--- src/rtl/gtt_pkg.sv ---
package gtt_pkg;

  localparam int ADDR_W = 4;
  localparam int NUM_CH = 4;

  localparam logic [ADDR_W-1:0] A_CTRL  = 4'h0;
  localparam logic [ADDR_W-1:0] A_DIV   = 4'h1;
  localparam logic [ADDR_W-1:0] A_LIMIT = 4'h2;
  localparam logic [ADDR_W-1:0] A_CHEN  = 4'h3;
  localparam logic [ADDR_W-1:0] A_FORCE = 4'h4;
  localparam logic [ADDR_W-1:0] A_STAT  = 4'h5;
  localparam logic [ADDR_W-1:0] A_COUNT = 4'h6;
  localparam int                A_CMP0  = 8;

  typedef enum logic [2:0] {
    SRC_FORCE  = 3'd0,
    SRC_RUN    = 3'd1,
    SRC_UPDATE = 3'd2,
    SRC_MATCH  = 3'd3,
    SRC_LVL0   = 3'd4,
    SRC_LVL1   = 3'd5,
    SRC_LVL2   = 3'd6,
    SRC_LVL3   = 3'd7
  } src_sel_e;

endpackage

--- src/rtl/gtt_regs.sv ---
module gtt_regs
  import gtt_pkg::*;
#(
  parameter int DW  = 16,
  parameter int PW  = 16,
  parameter int CW  = 16,
  parameter int NCH = 4
) (
  input  logic                     clk,
  input  logic                     rst,
  input  logic                     wr_en,
  input  logic                     rd_en,
  input  logic [ADDR_W-1:0]        addr,
  input  logic [DW-1:0]            wdata,
  input  logic [CW-1:0]            cnt,
  input  logic                     upd_evt,
  output logic                     run,
  output logic                     arpe,
  output src_sel_e                 src_sel,
  output logic [PW-1:0]            div_stage,
  output logic [CW-1:0]            lim_stage,
  output logic [NCH-1:0][CW-1:0]   cmp,
  output logic [NCH-1:0]           ch_en,
  output logic                     force_upd,
  output logic                     upd_flag,
  output logic [DW-1:0]            rdata
);

  logic [DW-1:0] rd_mux;

  // Software-forced update is a single-cycle strobe from the write decode
  always_comb force_upd = wr_en && (addr == A_FORCE) && wdata[0];

  always_ff @(posedge clk) begin
    if (rst) begin
      run       <= 1'b0;
      arpe      <= 1'b0;
      src_sel   <= SRC_FORCE;
      div_stage <= '0;
      lim_stage <= '0;
      ch_en     <= '0;
    end else if (wr_en) begin
      case (addr)
        A_CTRL: begin
          run     <= wdata[0];
          arpe    <= wdata[1];
          src_sel <= src_sel_e'(wdata[6:4]);
        end
        A_DIV:   div_stage <= wdata[PW-1:0];
        A_LIMIT: lim_stage <= wdata[CW-1:0];
        A_CHEN:  ch_en     <= wdata[NCH-1:0];
        default: ;
      endcase
    end
  end

  generate
    for (genvar k = 0; k < NCH; k++) begin : g_cmp
      always_ff @(posedge clk) begin
        if (rst)
          cmp[k] <= '0;
        else if (wr_en && (addr == ADDR_W'(A_CMP0 + k)))
          cmp[k] <= wdata[CW-1:0];
      end
    end
  endgenerate

  // Update flag: set wins over a clear in the same cycle
  always_ff @(posedge clk) begin
    if (rst)
      upd_flag <= 1'b0;
    else if (upd_evt)
      upd_flag <= 1'b1;
    else if (wr_en && (addr == A_STAT) && wdata[0])
      upd_flag <= 1'b0;
  end

  always_comb begin
    rd_mux = '0;
    case (addr)
      A_CTRL:  rd_mux = DW'({src_sel, 2'b00, arpe, run});
      A_DIV:   rd_mux = DW'(div_stage);
      A_LIMIT: rd_mux = DW'(lim_stage);
      A_CHEN:  rd_mux = DW'(ch_en);
      A_STAT:  rd_mux = DW'({run, upd_flag});
      A_COUNT: rd_mux = DW'(cnt);
      default: rd_mux = '0;
    endcase
    for (int k = 0; k < NCH; k++) begin
      if (addr == ADDR_W'(A_CMP0 + k))
        rd_mux = DW'(cmp[k]);
    end
  end

  always_ff @(posedge clk) begin
    if (rst)
      rdata <= '0;
    else if (rd_en)
      rdata <= rd_mux;
  end

endmodule

--- src/rtl/gtt_count.sv ---
module gtt_count #(
  parameter int PW = 16,
  parameter int CW = 16
) (
  input  logic          clk,
  input  logic          rst,
  input  logic          run,
  input  logic          arpe,
  input  logic          force_upd,
  input  logic [PW-1:0] div_stage,
  input  logic [CW-1:0] lim_stage,
  output logic [CW-1:0] cnt,
  output logic [CW-1:0] cnt_nxt,
  output logic          cnt_chg,
  output logic          upd_evt,
  output logic [PW-1:0] div_act
);

  logic [PW-1:0] pre_cnt;
  logic [CW-1:0] lim_act;
  logic [CW-1:0] lim_eff;
  logic          tick;
  logic          wrap;

  // Without preload the staged limit is used directly
  always_comb lim_eff = arpe ? lim_act : lim_stage;
  always_comb tick    = run && (pre_cnt == div_act);
  always_comb wrap    = tick && (cnt >= lim_eff) && !force_upd;
  always_comb upd_evt = force_upd || wrap;
  always_comb cnt_chg = force_upd || tick;

  always_comb begin
    if (force_upd || wrap)
      cnt_nxt = '0;
    else if (tick)
      cnt_nxt = cnt + 1'b1;
    else
      cnt_nxt = cnt;
  end

  always_ff @(posedge clk) begin
    if (rst) begin
      pre_cnt <= '0;
    end else if (force_upd || tick) begin
      pre_cnt <= '0;
    end else if (run) begin
      pre_cnt <= pre_cnt + 1'b1;
    end
  end

  always_ff @(posedge clk) begin
    if (rst) begin
      cnt     <= '0;
      div_act <= '0;
      lim_act <= '0;
    end else begin
      cnt <= cnt_nxt;
      if (upd_evt) begin
        div_act <= div_stage;
        lim_act <= lim_stage;
      end
    end
  end

endmodule

--- src/rtl/gtt_compare.sv ---
module gtt_compare #(
  parameter int CW  = 16,
  parameter int NCH = 4
) (
  input  logic [CW-1:0]          cnt_nxt,
  input  logic                   cnt_chg,
  input  logic [NCH-1:0][CW-1:0] cmp,
  input  logic [NCH-1:0]         ch_en,
  output logic [NCH-1:0]         lvl_nxt,
  output logic                   hit0
);

  generate
    for (genvar k = 0; k < NCH; k++) begin : g_lvl
      always_comb lvl_nxt[k] = (cnt_nxt < cmp[k]);
    end
  endgenerate

  always_comb hit0 = ch_en[0] && cnt_chg && (cnt_nxt == cmp[0]);

endmodule

--- src/rtl/gtt_trgo.sv ---
module gtt_trgo
  import gtt_pkg::*;
#(
  parameter int NCH = 4
) (
  input  logic           clk,
  input  logic           rst,
  input  src_sel_e       src_sel,
  input  logic           run,
  input  logic           force_upd,
  input  logic           upd_evt,
  input  logic           hit0,
  input  logic [NCH-1:0] lvl_nxt,
  output logic           trgo
);

  logic trgo_nxt;

  always_comb begin
    case (src_sel)
      SRC_FORCE:  trgo_nxt = force_upd;
      SRC_RUN:    trgo_nxt = run;
      SRC_UPDATE: trgo_nxt = upd_evt;
      SRC_MATCH:  trgo_nxt = hit0;
      default:    trgo_nxt = lvl_nxt[src_sel[1:0]];
    endcase
  end

  always_ff @(posedge clk) begin
    if (rst) trgo <= 1'b0;
    else     trgo <= trgo_nxt;
  end

endmodule

--- src/rtl/gp_timer_trig.sv ---
module gp_timer_trig
  import gtt_pkg::*;
#(
  parameter int DW = 16,
  parameter int PW = 16,
  parameter int CW = 16
) (
  input  logic              clk,
  input  logic              rst,
  input  logic              wr_en,
  input  logic              rd_en,
  input  logic [ADDR_W-1:0] addr,
  input  logic [DW-1:0]     wdata,
  output logic [DW-1:0]     rdata,
  output logic              trgo
);

  localparam int NCH = NUM_CH;

  logic                   run;
  logic                   arpe;
  src_sel_e               src_sel;
  logic [PW-1:0]          div_stage;
  logic [PW-1:0]          div_act;
  logic [CW-1:0]          lim_stage;
  logic [NCH-1:0][CW-1:0] cmp;
  logic [NCH-1:0]         ch_en;
  logic                   force_upd;
  logic                   upd_flag;
  logic                   upd_evt;
  logic [CW-1:0]          cnt;
  logic [CW-1:0]          cnt_nxt;
  logic                   cnt_chg;
  logic [NCH-1:0]         lvl_nxt;
  logic                   hit0;

  gtt_regs #(.DW(DW), .PW(PW), .CW(CW), .NCH(NCH)) u_regs (
    .clk       (clk),
    .rst       (rst),
    .wr_en     (wr_en),
    .rd_en     (rd_en),
    .addr      (addr),
    .wdata     (wdata),
    .cnt       (cnt),
    .upd_evt   (upd_evt),
    .run       (run),
    .arpe      (arpe),
    .src_sel   (src_sel),
    .div_stage (div_stage),
    .lim_stage (lim_stage),
    .cmp       (cmp),
    .ch_en     (ch_en),
    .force_upd (force_upd),
    .upd_flag  (upd_flag),
    .rdata     (rdata)
  );

  gtt_count #(.PW(PW), .CW(CW)) u_count (
    .clk       (clk),
    .rst       (rst),
    .run       (run),
    .arpe      (arpe),
    .force_upd (force_upd),
    .div_stage (div_stage),
    .lim_stage (lim_stage),
    .cnt       (cnt),
    .cnt_nxt   (cnt_nxt),
    .cnt_chg   (cnt_chg),
    .upd_evt   (upd_evt),
    .div_act   (div_act)
  );

  gtt_compare #(.CW(CW), .NCH(NCH)) u_cmp (
    .cnt_nxt (cnt_nxt),
    .cnt_chg (cnt_chg),
    .cmp     (cmp),
    .ch_en   (ch_en),
    .lvl_nxt (lvl_nxt),
    .hit0    (hit0)
  );

  gtt_trgo #(.NCH(NCH)) u_trgo (
    .clk       (clk),
    .rst       (rst),
    .src_sel   (src_sel),
    .run       (run),
    .force_upd (force_upd),
    .upd_evt   (upd_evt),
    .hit0      (hit0),
    .lvl_nxt   (lvl_nxt),
    .trgo      (trgo)
  );

endmodule

--- config.mk ---
export PLATFORM = sky130hd
export DESIGN_NAME = gp_timer_trig
export DESIGN_NICKNAME = d
export VERILOG_FILES = /design/src/rtl/gtt_pkg.sv /design/src/rtl/gtt_regs.sv /design/src/rtl/gtt_count.sv /design/src/rtl/gtt_compare.sv /design/src/rtl/gtt_trgo.sv /design/src/rtl/gp_timer_trig.sv
export SDC_FILE = /design/constraint.sdc
export NUM_CORES = 1
export LEC_CHECK = 0
export BUFFER_PORTS_ARGS = -buffer_cell sky130_fd_sc_hd__buf_4
export CORE_ASPECT_RATIO = 0.6
export CORE_MARGIN = 5
export CORE_UTILIZATION = 64
export CTS_BUF_LIST = sky130_fd_sc_hd__clkbuf_8
export DETAILED_ROUTE_END_ITERATION = 10
export PLACE_DENSITY = 0.85
export SYNTH_ARGS = -nofsm -noshare
export SYNTH_HDL_FRONTEND = slang
export SYNTH_SLANG_ARGS = --single-unit
export TNS_END_PERCENT = 1
--- constraint.sdc ---
create_clock -name clk -period 5.3 [get_ports clk]
set_clock_uncertainty 0.2 [all_clocks]
set_input_delay 0 -clock clk [delete_from_list [all_inputs] [get_ports clk]]
set_output_delay 0 -clock clk [all_outputs]
set_load 0.01 [all_outputs]
# Yosys cells after proc, flatten, opt, wreduce, memory -nomap -nowiden
# Cells that the tools add are included.
# totals
elab_cells,77
regBits,187
in_bits,24
# classes
n_eq_ne,15
order_cmp,6
n_mux,13
reduce_logical,24
add_sub_neg,2
# ops
operator,n
$mux W16,7
$pmux W16 S6,1
$lt A16 B16 Y1,4
$add A16 B1 Y16 const B,2
$eq A16 B16 Y1,2
$eq A4 B4 Y1 const B,4
$ge A16 B16 Y1,1
$logic_and A1 B1 Y1,13
$eq A4 B3 Y1 const B,3
$eq A4 B2 Y1 const B,2
$reduce_and A2 Y1,4
$eq A3 B2 Y1 const B,2
$eq A4 B1 Y1 const B,1
$logic_not A4 Y1,1
$pmux W1 S4,1
$eq A3 B1 Y1 const B,1
$logic_not A3 Y1,1
$lt A2 B3 Y1 const B,1
$mux W1,3
$bmux W1 S2,1
$logic_or A1 B1 Y1,2
$reduce_bool A2 Y1,1
$reduce_or A2 Y1,1
$logic_not A1 Y1,1

# Depth between registers and ports, before layout
# Gate-level depths: netlist of run 1.
# logic_depth
ltp_word,11
depth_mapped,20
ltp_nobuf,16

# By module
# A second synthesis of run 1 with hierarchy kept.
# unflattened
hier_cells,1374
hier_area_um2,10973.0
# by_module_without_submodules
mod,cells_each,area_per_inst_um2,n_inst
gtt_regs,730,5665.4,1
gtt_count,420,3653.5,1
gtt_compare,215,1560.2,1
gtt_trgo,9,93.8,1

# Worst setup path before layout of run 1
# OpenSTA, ideal clock, no wires.
# synth_timing
kind,reg2reg
start,reg u_regs.arpe
end,reg u_trgo.trgo
stages_incl_launch_ff,21
path_buffers,4
t_arrival_ns,4.544
t_required_ns,5.005
setup_ns,0.095
path_slack_ns,0.461
cell_sequence,dfxtp_1 clkbuf_1 clkbuf_1 mux2i_1 ha_1 a211oi_1 o21bai_1 a211oi_1 o31ai_2 and2_2 buf_6 clkbuf_8 nor2_1 ha_1 a21oi_1 o21ai_0 a221o_1 or3_1 nand3_1 a31oi_1 a221oi_1
# synth_via
elab_chain_cells,10
elab_cells_between_ends,15
# synth_rtl
item,line,source
start: declaration,gtt_regs.sv:18,"output logic arpe,"
start signal: assignment,gtt_regs.sv:46,arpe <= wdata[1];
$mux W16 (*),gtt_count.sv:26,always_comb lim_eff = arpe ? lim_act : lim_stage;
$ge A16 B16 Y1 (*),gtt_count.sv:28,always_comb wrap = tick && (cnt >= lim_eff) && !force_upd;
$logic_and A1 B1 Y1 (*) (2 in a row),gtt_count.sv:28,
$logic_or A1 B1 Y1 (*),gtt_count.sv:33,if (force_upd || wrap)
$mux W16 (*),gtt_count.sv:33,
via cnt_nxt[5],gp_timer_trig.sv:32,logic [CW-1:0] cnt_nxt;
$lt A16 B16 Y1,gtt_compare.sv:15,always_comb lvl_nxt[k] = (cnt_nxt < cmp[k]);
$bmux W1 S2,gtt_trgo.sv:25,default: trgo_nxt = lvl_nxt[src_sel[1:0]];
$mux W1 (not written as such),gtt_trgo.sv:25,
$pmux W1 S4 (*),gtt_trgo.sv:20,case (src_sel)
end signal: assignment,gtt_trgo.sv:31,else trgo <= trgo_nxt;
end: declaration,gtt_trgo.sv:14,output logic trgo
# Mark *: on every way through the listed nets, which the timed path passes. The rest lies on a longest branch. The select of a mux whose other input is x is not followed.
# A chain may end at the register's enable or synchronous reset.

# Final worst setup path of run 1
# Same ends and word-level chain as after synthesis.

==> results of run 1 <==
-- what timing repair did --
action / in CTS / in global routing
hold endpoints to repair: 154 / 0
hold buffers: 25 / 0
endpoints found under the setup margin: 0 / 1
resized for setup: 0 / 1
-- sequential cells by signal, indices dropped and copies added (netlist names) --
name and cells:
u_count.cnt 16, u_count.div_act 16, u_count.lim_act 16, u_count.pre_cnt 16
u_regs.arpe 1, u_regs.ch_en 4, u_regs.cmp 64, u_regs.div_stage 16
u_regs.lim_stage 16, u_regs.rdata 16, u_regs.run 1, u_regs.src_sel 3
u_regs.upd_flag 1, u_trgo.trgo 1
-- routing by layer --
metal,vias up,track usage (%)
li1,4444,-
met1,4342,46.61
met2,552,43.96
met3,44,6.143
met4,0,7.285
met5,-,0
-- Yosys cell counts, types with 11 or more instances --
cell,count
clkbuf_1,51
ha_1,79
a22oi_1,17
buf_2,12
nor2_1,127
mux2i_1,64
a21oi_1,130
a311oi_1,15
dfxtp_1,187
inv_1,66
nand3_1,19
nand2_1,256
nand4_1,27
xnor2_1,35
o21ai_0,52
nor3_1,14
a211oi_1,11
-- per-stage QoR --
stage          cells  util [%]  total power [W]  cell area (um^2)
5_1_grt         1511     71.29         0.002669             11050
2_1_floorplan   1280         -         0.001584             10210
4_1_cts         1511     71.29         0.002586             11050
3_3_place_gp    1454     67.28         0.001646             10430
3_5_place_dp    1454     67.28         0.001650             10430
6_report        1511     71.29         0.002596             11050
-- final timing paths --
check | startpoint | endpoint | slack [ns] | cells past startpoint
worst max register to register | u_regs.arpe$_SDFFE_PP0P_ | u_trgo.trgo$_SDFF_PP0_ | 0.46 | 16
worst min register to register | u_regs.cmp[25]$_SDFFE_PP0P_ | u_regs.cmp[25]$_SDFFE_PP0P_ | 0.28 | 2
worst min-delay path | wdata[3] | u_regs.cmp[3]$_SDFFE_PP0P_ | 0.15 | 4
worst max-delay path | u_regs.arpe$_SDFFE_PP0P_ | u_trgo.trgo$_SDFF_PP0_ | 0.46 | 16
-- final cells by class --
cell class / instances / area, um^2
clock inverter: 14 / 123.9
tap: 203 / 254.0
fill: 1244 / 4451
timing repair buffer: 71 / 595.6
multi-input combinational: 952 / 5839
inverter: 66 / 247.7
clock buffer: 18 / 247.7
sequential: 187 / 3744
-- cell families (layout without fill, tap and decap cells) --
family	after synthesis	after routing	share of synthesized area, %
and+or+nand+nor	494	494	21.07
AOI/OAI and AO/OA	270	270	16.27
DFF	187	187	36.66
buffers and inverters	141	169	6.163
adders and majority gates	79	79	9.679
muxes	65	65	6.383
xor gates and xnor gates	44	44	3.774
-- power groups by stage --
stage          logic (W)  clock network [W]  registers, W
3_5_place_dp    0.000182                  0       0.00147
2_1_floorplan   0.000117                  0       0.00147
5_1_grt         0.000218            0.00101       0.00144
6_report        0.000203           0.000956       0.00144
4_1_cts         0.000197           0.000954       0.00144
3_3_place_gp    0.000179                  0       0.00147
-- worst max-delay path: stages (launching register included) --
cell,delay (ns)
dfxtp_1,0.36
buf_4,0.30
mux2i_1,0.25
ha_1,0.27
a211oi_1,0.28
o21bai_1,0.16
a211oi_1,0.32
o31ai_2,0.15
and2_2,0.34
nor2_1,0.27
ha_1,0.29
a2111oi_0,0.35
o21ai_0,0.16
a31o_2,0.26
a2111oi_0,0.38
o21ai_0,0.15
a221oi_1,0.26
==> impl_metrics.ini, run 1 <==
[outcome]
status = finished, final reports clean

[routing]
ant_nets = 0
vias = 9382
dr_wl_met2_um = 11660
drtPass1Iterations = 5
dr.max_layer_used = met4
viasPerCell = 6.209
dr_wl_met3_um = 3305
routedLengthMet1_um = 13440
wl_um = 28850
wire_per_inst_um = 19.09
remaining_drc_errors = 0
drtIter0Drc = 1236

[power_and_ir_drop]
p_leak_nw = 4.151
powerDensity_nw_per_um2 = 234.9
intPower_w = 0.001852
p_switching_w = 0.0007433
peakVddDrop_mv = 0.1464
p_clk_share_pct = 36.8
p_sw_share_pct = 28.64
combPwrFrac_pct = 7.8
power_frac_seq_pct = 55.3

[min_path]
hold_class = input port to flip-flop

[synth]
synth-async-reset-ratio_pct = 0
ys.flop_type = dfxtp_1
yosysWarningCount = 0
yosys_register_bits = 187
synth_edf_count = 0
synth_nets = 1383
synth_area_leaders = dfxtp_1 37%, ha_1 9.7%, nand2_1 9.4%
syn_area_per_cell_um2 = 7.978
synth_largest_area_cell = dfxtp_1
synthCells = 1280
ys_seq_area_share_pct = 36.66
synth_area_um2 = 10210
synth_top_cell_area_share_pct = 36.66
synth_cell_types = 68

[setup_path]
path_class = flip-flop to flip-flop
crit_path_end_kind = flip-flop
start_kind = flip-flop
path_max_fanout = 17
worstPathArrival_ns = 5.04
required_ns = 5.50

[timing]
maxSlewViolCount = 0
worst_slack_ns = 0.4570
slew_headroom_pct = 35.03
period_share_pct = 91.38
hold_violations = 0
tns_ns = 0
max_freq_mhz = 206.5
fin_crit_ns = 4.843
rsz0062_at_grt = no
setup_viol = 0
timing.hold.ws_ns = 0.1548
tightest_slew_ns = 0.9746

[placed_design]
dp_hpwl_um = 21240
dp_slack_ns = 0.4523
place.gp.congestion = 0.9701
io_buffers = 40

[clock_tree]
clk_pin_slew_ns = 0.12
htree_levels = 4
cts_tree = yes
postCtsSetupBuffers = 0
cts_buffers = 17
clock-sinks = 187
root_buffer = clkbuf_8
clockBufferDepth = 2
insertion_delay_ns = 0.49

[die]
dieArea_um2 = 18670
die-height_um = 107.8
die_w_um = 173.1
rows = 35
initial_utilization_pct = 65.88
ioPinCount = 41
core_area_um2 = 15500

[cells_and_area]
final_cell_mix = 256 x nand2_1, 187 x dfxtp_1, 130 x a21oi_1, 127 x nor2_1, 79 x ha_1
layout_commonest_cell = nand2_1
antennaDiodeCount = 0
drive_gt1_share_pct = 7.034
nNetsFinal = 1398
synthToLayoutAreaGrowth_pct = 8.221

[global_routing]
grt_pass1_wl_um = 46040
grt_overflow_total = 0
grt_pass1_vias = 8554
grt_usage_pct = 30.59
grt_max_degree = 90
antenna_found_initial = 0

[flow_run]
cap_viol_max_count = 0
(Power assumes the default switching activity.)
==> run 2, diff against run 1 <==
--- a/config.mk
+++ b/config.mk
@@ -6,11 +6,14 @@
 export NUM_CORES = 1
 export LEC_CHECK = 0
 export BUFFER_PORTS_ARGS = -buffer_cell sky130_fd_sc_hd__buf_4
+export CELL_PAD_IN_SITES_DETAIL_PLACEMENT = 1
+export CELL_PAD_IN_SITES_GLOBAL_PLACEMENT = 2
 export CORE_ASPECT_RATIO = 0.6
 export CORE_MARGIN = 5
-export CORE_UTILIZATION = 64
+export CORE_UTILIZATION = 39
 export CTS_BUF_LIST = sky130_fd_sc_hd__clkbuf_8
 export DETAILED_ROUTE_END_ITERATION = 10
+export MAX_ROUTING_LAYER = met4
 export PLACE_DENSITY = 0.85
 export SYNTH_ARGS = -nofsm -noshare
 export SYNTH_HDL_FRONTEND = slang
==> impl_metrics.ini, run 2 (synthesis gave the netlist of run 1 again) <==
[routing]
remaining_drc_errors = 0
vias = 9190
viasPerCell = 5.500
ant_nets = 0
drtIter0Drc = 601
wl_um = 33780
drtPass1Iterations = 5
wire_per_inst_um = 20.21

[clock_tree]
clockBufferDepth = 2
cts_tree = yes
htree_levels = 4
cts_buffers = 17
clk_pin_slew_ns = 0.11
root_buffer = clkbuf_8
insertion_delay_ns = 0.52
postCtsSetupBuffers = 0
clock-sinks = 187

[cells_and_area]
synthToLayoutAreaGrowth_pct = 10.95
final_area_um2 = 11330
layout_commonest_cell = nand2_1
drive_gt1_share_pct = 7.733
nNetsFinal = 1409
stdcell_count = 1671
final_cell_mix = 256 x nand2_1, 187 x dfxtp_1, 130 x a21oi_1, 126 x nor2_1, 79 x ha_1
largest-register = u_regs.cmp
largest_reg_flops = 64
antennaDiodeCount = 0

[global_routing]
grt_max_degree = 66
antenna_found_initial = 0
grt_overflow_total = 0
grt_usage_pct = 23.72
grt_pass1_wl_um = 52970
grt_pass1_vias = 9058

[timing]
worst_slack_ns = 0.4652
timing.hold.ws_ns = 0.1148
maxSlewViolCount = 0
period_share_pct = 91.22
rsz0062_at_grt = no
tns_ns = 0
fin_crit_ns = 4.835
setup_viol = 0
slew_headroom_pct = 28.52
tightest_slew_ns = 1.072
max_freq_mhz = 206.8
hold_violations = 0

[placed_design]
place_area_um2 = 10680
place_inst = 1612
dp_hpwl_um = 25820
place.gp.congestion = 0.9373
io_buffers = 40
dp_slack_ns = 0.5213

[die]
ioPinCount = 41
core_area_um2 = 25560
initial_utilization_pct = 39.95
die_w_um = 218.9
rows = 45
dieArea_um2 = 29630
die-height_um = 135.3

[flow_run]
cap_viol_max_count = 0

[power_and_ir_drop]
p_leak_nw = 4.198
powerDensity_nw_per_um2 = 231.5
peakVddDrop_mv = 0.1295

[min_path]
hold_class = input port to flip-flop

[setup_path]
required_ns = 5.53
path_max_fanout = 17
start_kind = flip-flop
crit_path_end_kind = flip-flop
path_class = flip-flop to flip-flop
worstPathArrival_ns = 5.07

[outcome]
status = finished, final reports clean
run 2: power by group:
part / leakage (nW) / total (W) / switching, W / internal (W)
clock network: 0.186 / 0.000971 / 0.000591 / 0.000380
logic: 2.50 / 0.000216 / 0.000140 / 0.0000754
registers: 1.51 / 0.00144 / 0.0000143 / 0.00142
total: 4.20 / 0.00262 / 0.000746 / 0.00188
run 2: final timing paths:
kind,startpoint,to,slack (ns),cells past startpoint
min reg2reg,u_regs.cmp[37]$_SDFFE_PP0P_,u_regs.cmp[37]$_SDFFE_PP0P_,0.28,2
max,u_regs.arpe$_SDFFE_PP0P_,u_trgo.trgo$_SDFF_PP0_,0.47,16
min,wdata[12],u_regs.cmp[12]$_SDFFE_PP0P_,0.11,4
max reg2reg,u_regs.arpe$_SDFFE_PP0P_,u_trgo.trgo$_SDFF_PP0_,0.47,16
run 2: area by class of cell:
class / instances / area (um^2)
Sequential cell: 187 / 3744
Fill cell: 3099 / 14230
Clock inverter: 15 / 140.1
Clock buffer: 17 / 234.0
Inverter: 66 / 247.7
Multi-Input combinational cell: 952 / 5842
Tap cell: 352 / 440.4
Timing Repair Buffer: 82 / 683.2
run 2: routing by layer:
metal / share of wire (%) / wire length [um] / global-route usage, % / up-vias
met4: 0.86 / 291 / 3.695 / 0
li1: - / - / - / 4467
met5: 0 / 0 / - / -
met2: 39 / 13250 / 31.98 / 218
met1: 54 / 18220 / 36.38 / 4479
met3: 6.0 / 2012 / 5.204 / 26
run 2: critical path: stages, from the launching register on:
cell and delay (ns):
dfxtp_1 0.36, buf_4 0.31, mux2i_1 0.26, ha_1 0.28, a21oi_1 0.16, nand2_1 0.08
a211oi_1 0.40, o31ai_2 0.13, and2_2 0.30, nor2_2 0.23, ha_1 0.28, a2111oi_0 0.47
o21ai_0 0.19, a31o_2 0.28, a2111oi_0 0.42, o21ai_0 0.15, a221oi_1 0.26
run 2: what timing repair did:
| action | 4_1_cts | 5_1_grt |
|---|---|---|
| setup endpoints to repair | 0 | 1 |
| hold buffers | 27 | 0 |
| endpoints found under the hold margin | 142 | 0 |
| resized for setup | 0 | 2 |
run 2: per-stage QoR:
stage / util, % / total power, W
after floorplan: - / 0.001584
after global placement: 41.80 / 0.001665
after detailed placement: 41.80 / 0.001667
after CTS: 44.32 / 0.002650
after global routing: 44.33 / 0.002716
final: 44.33 / 0.002623
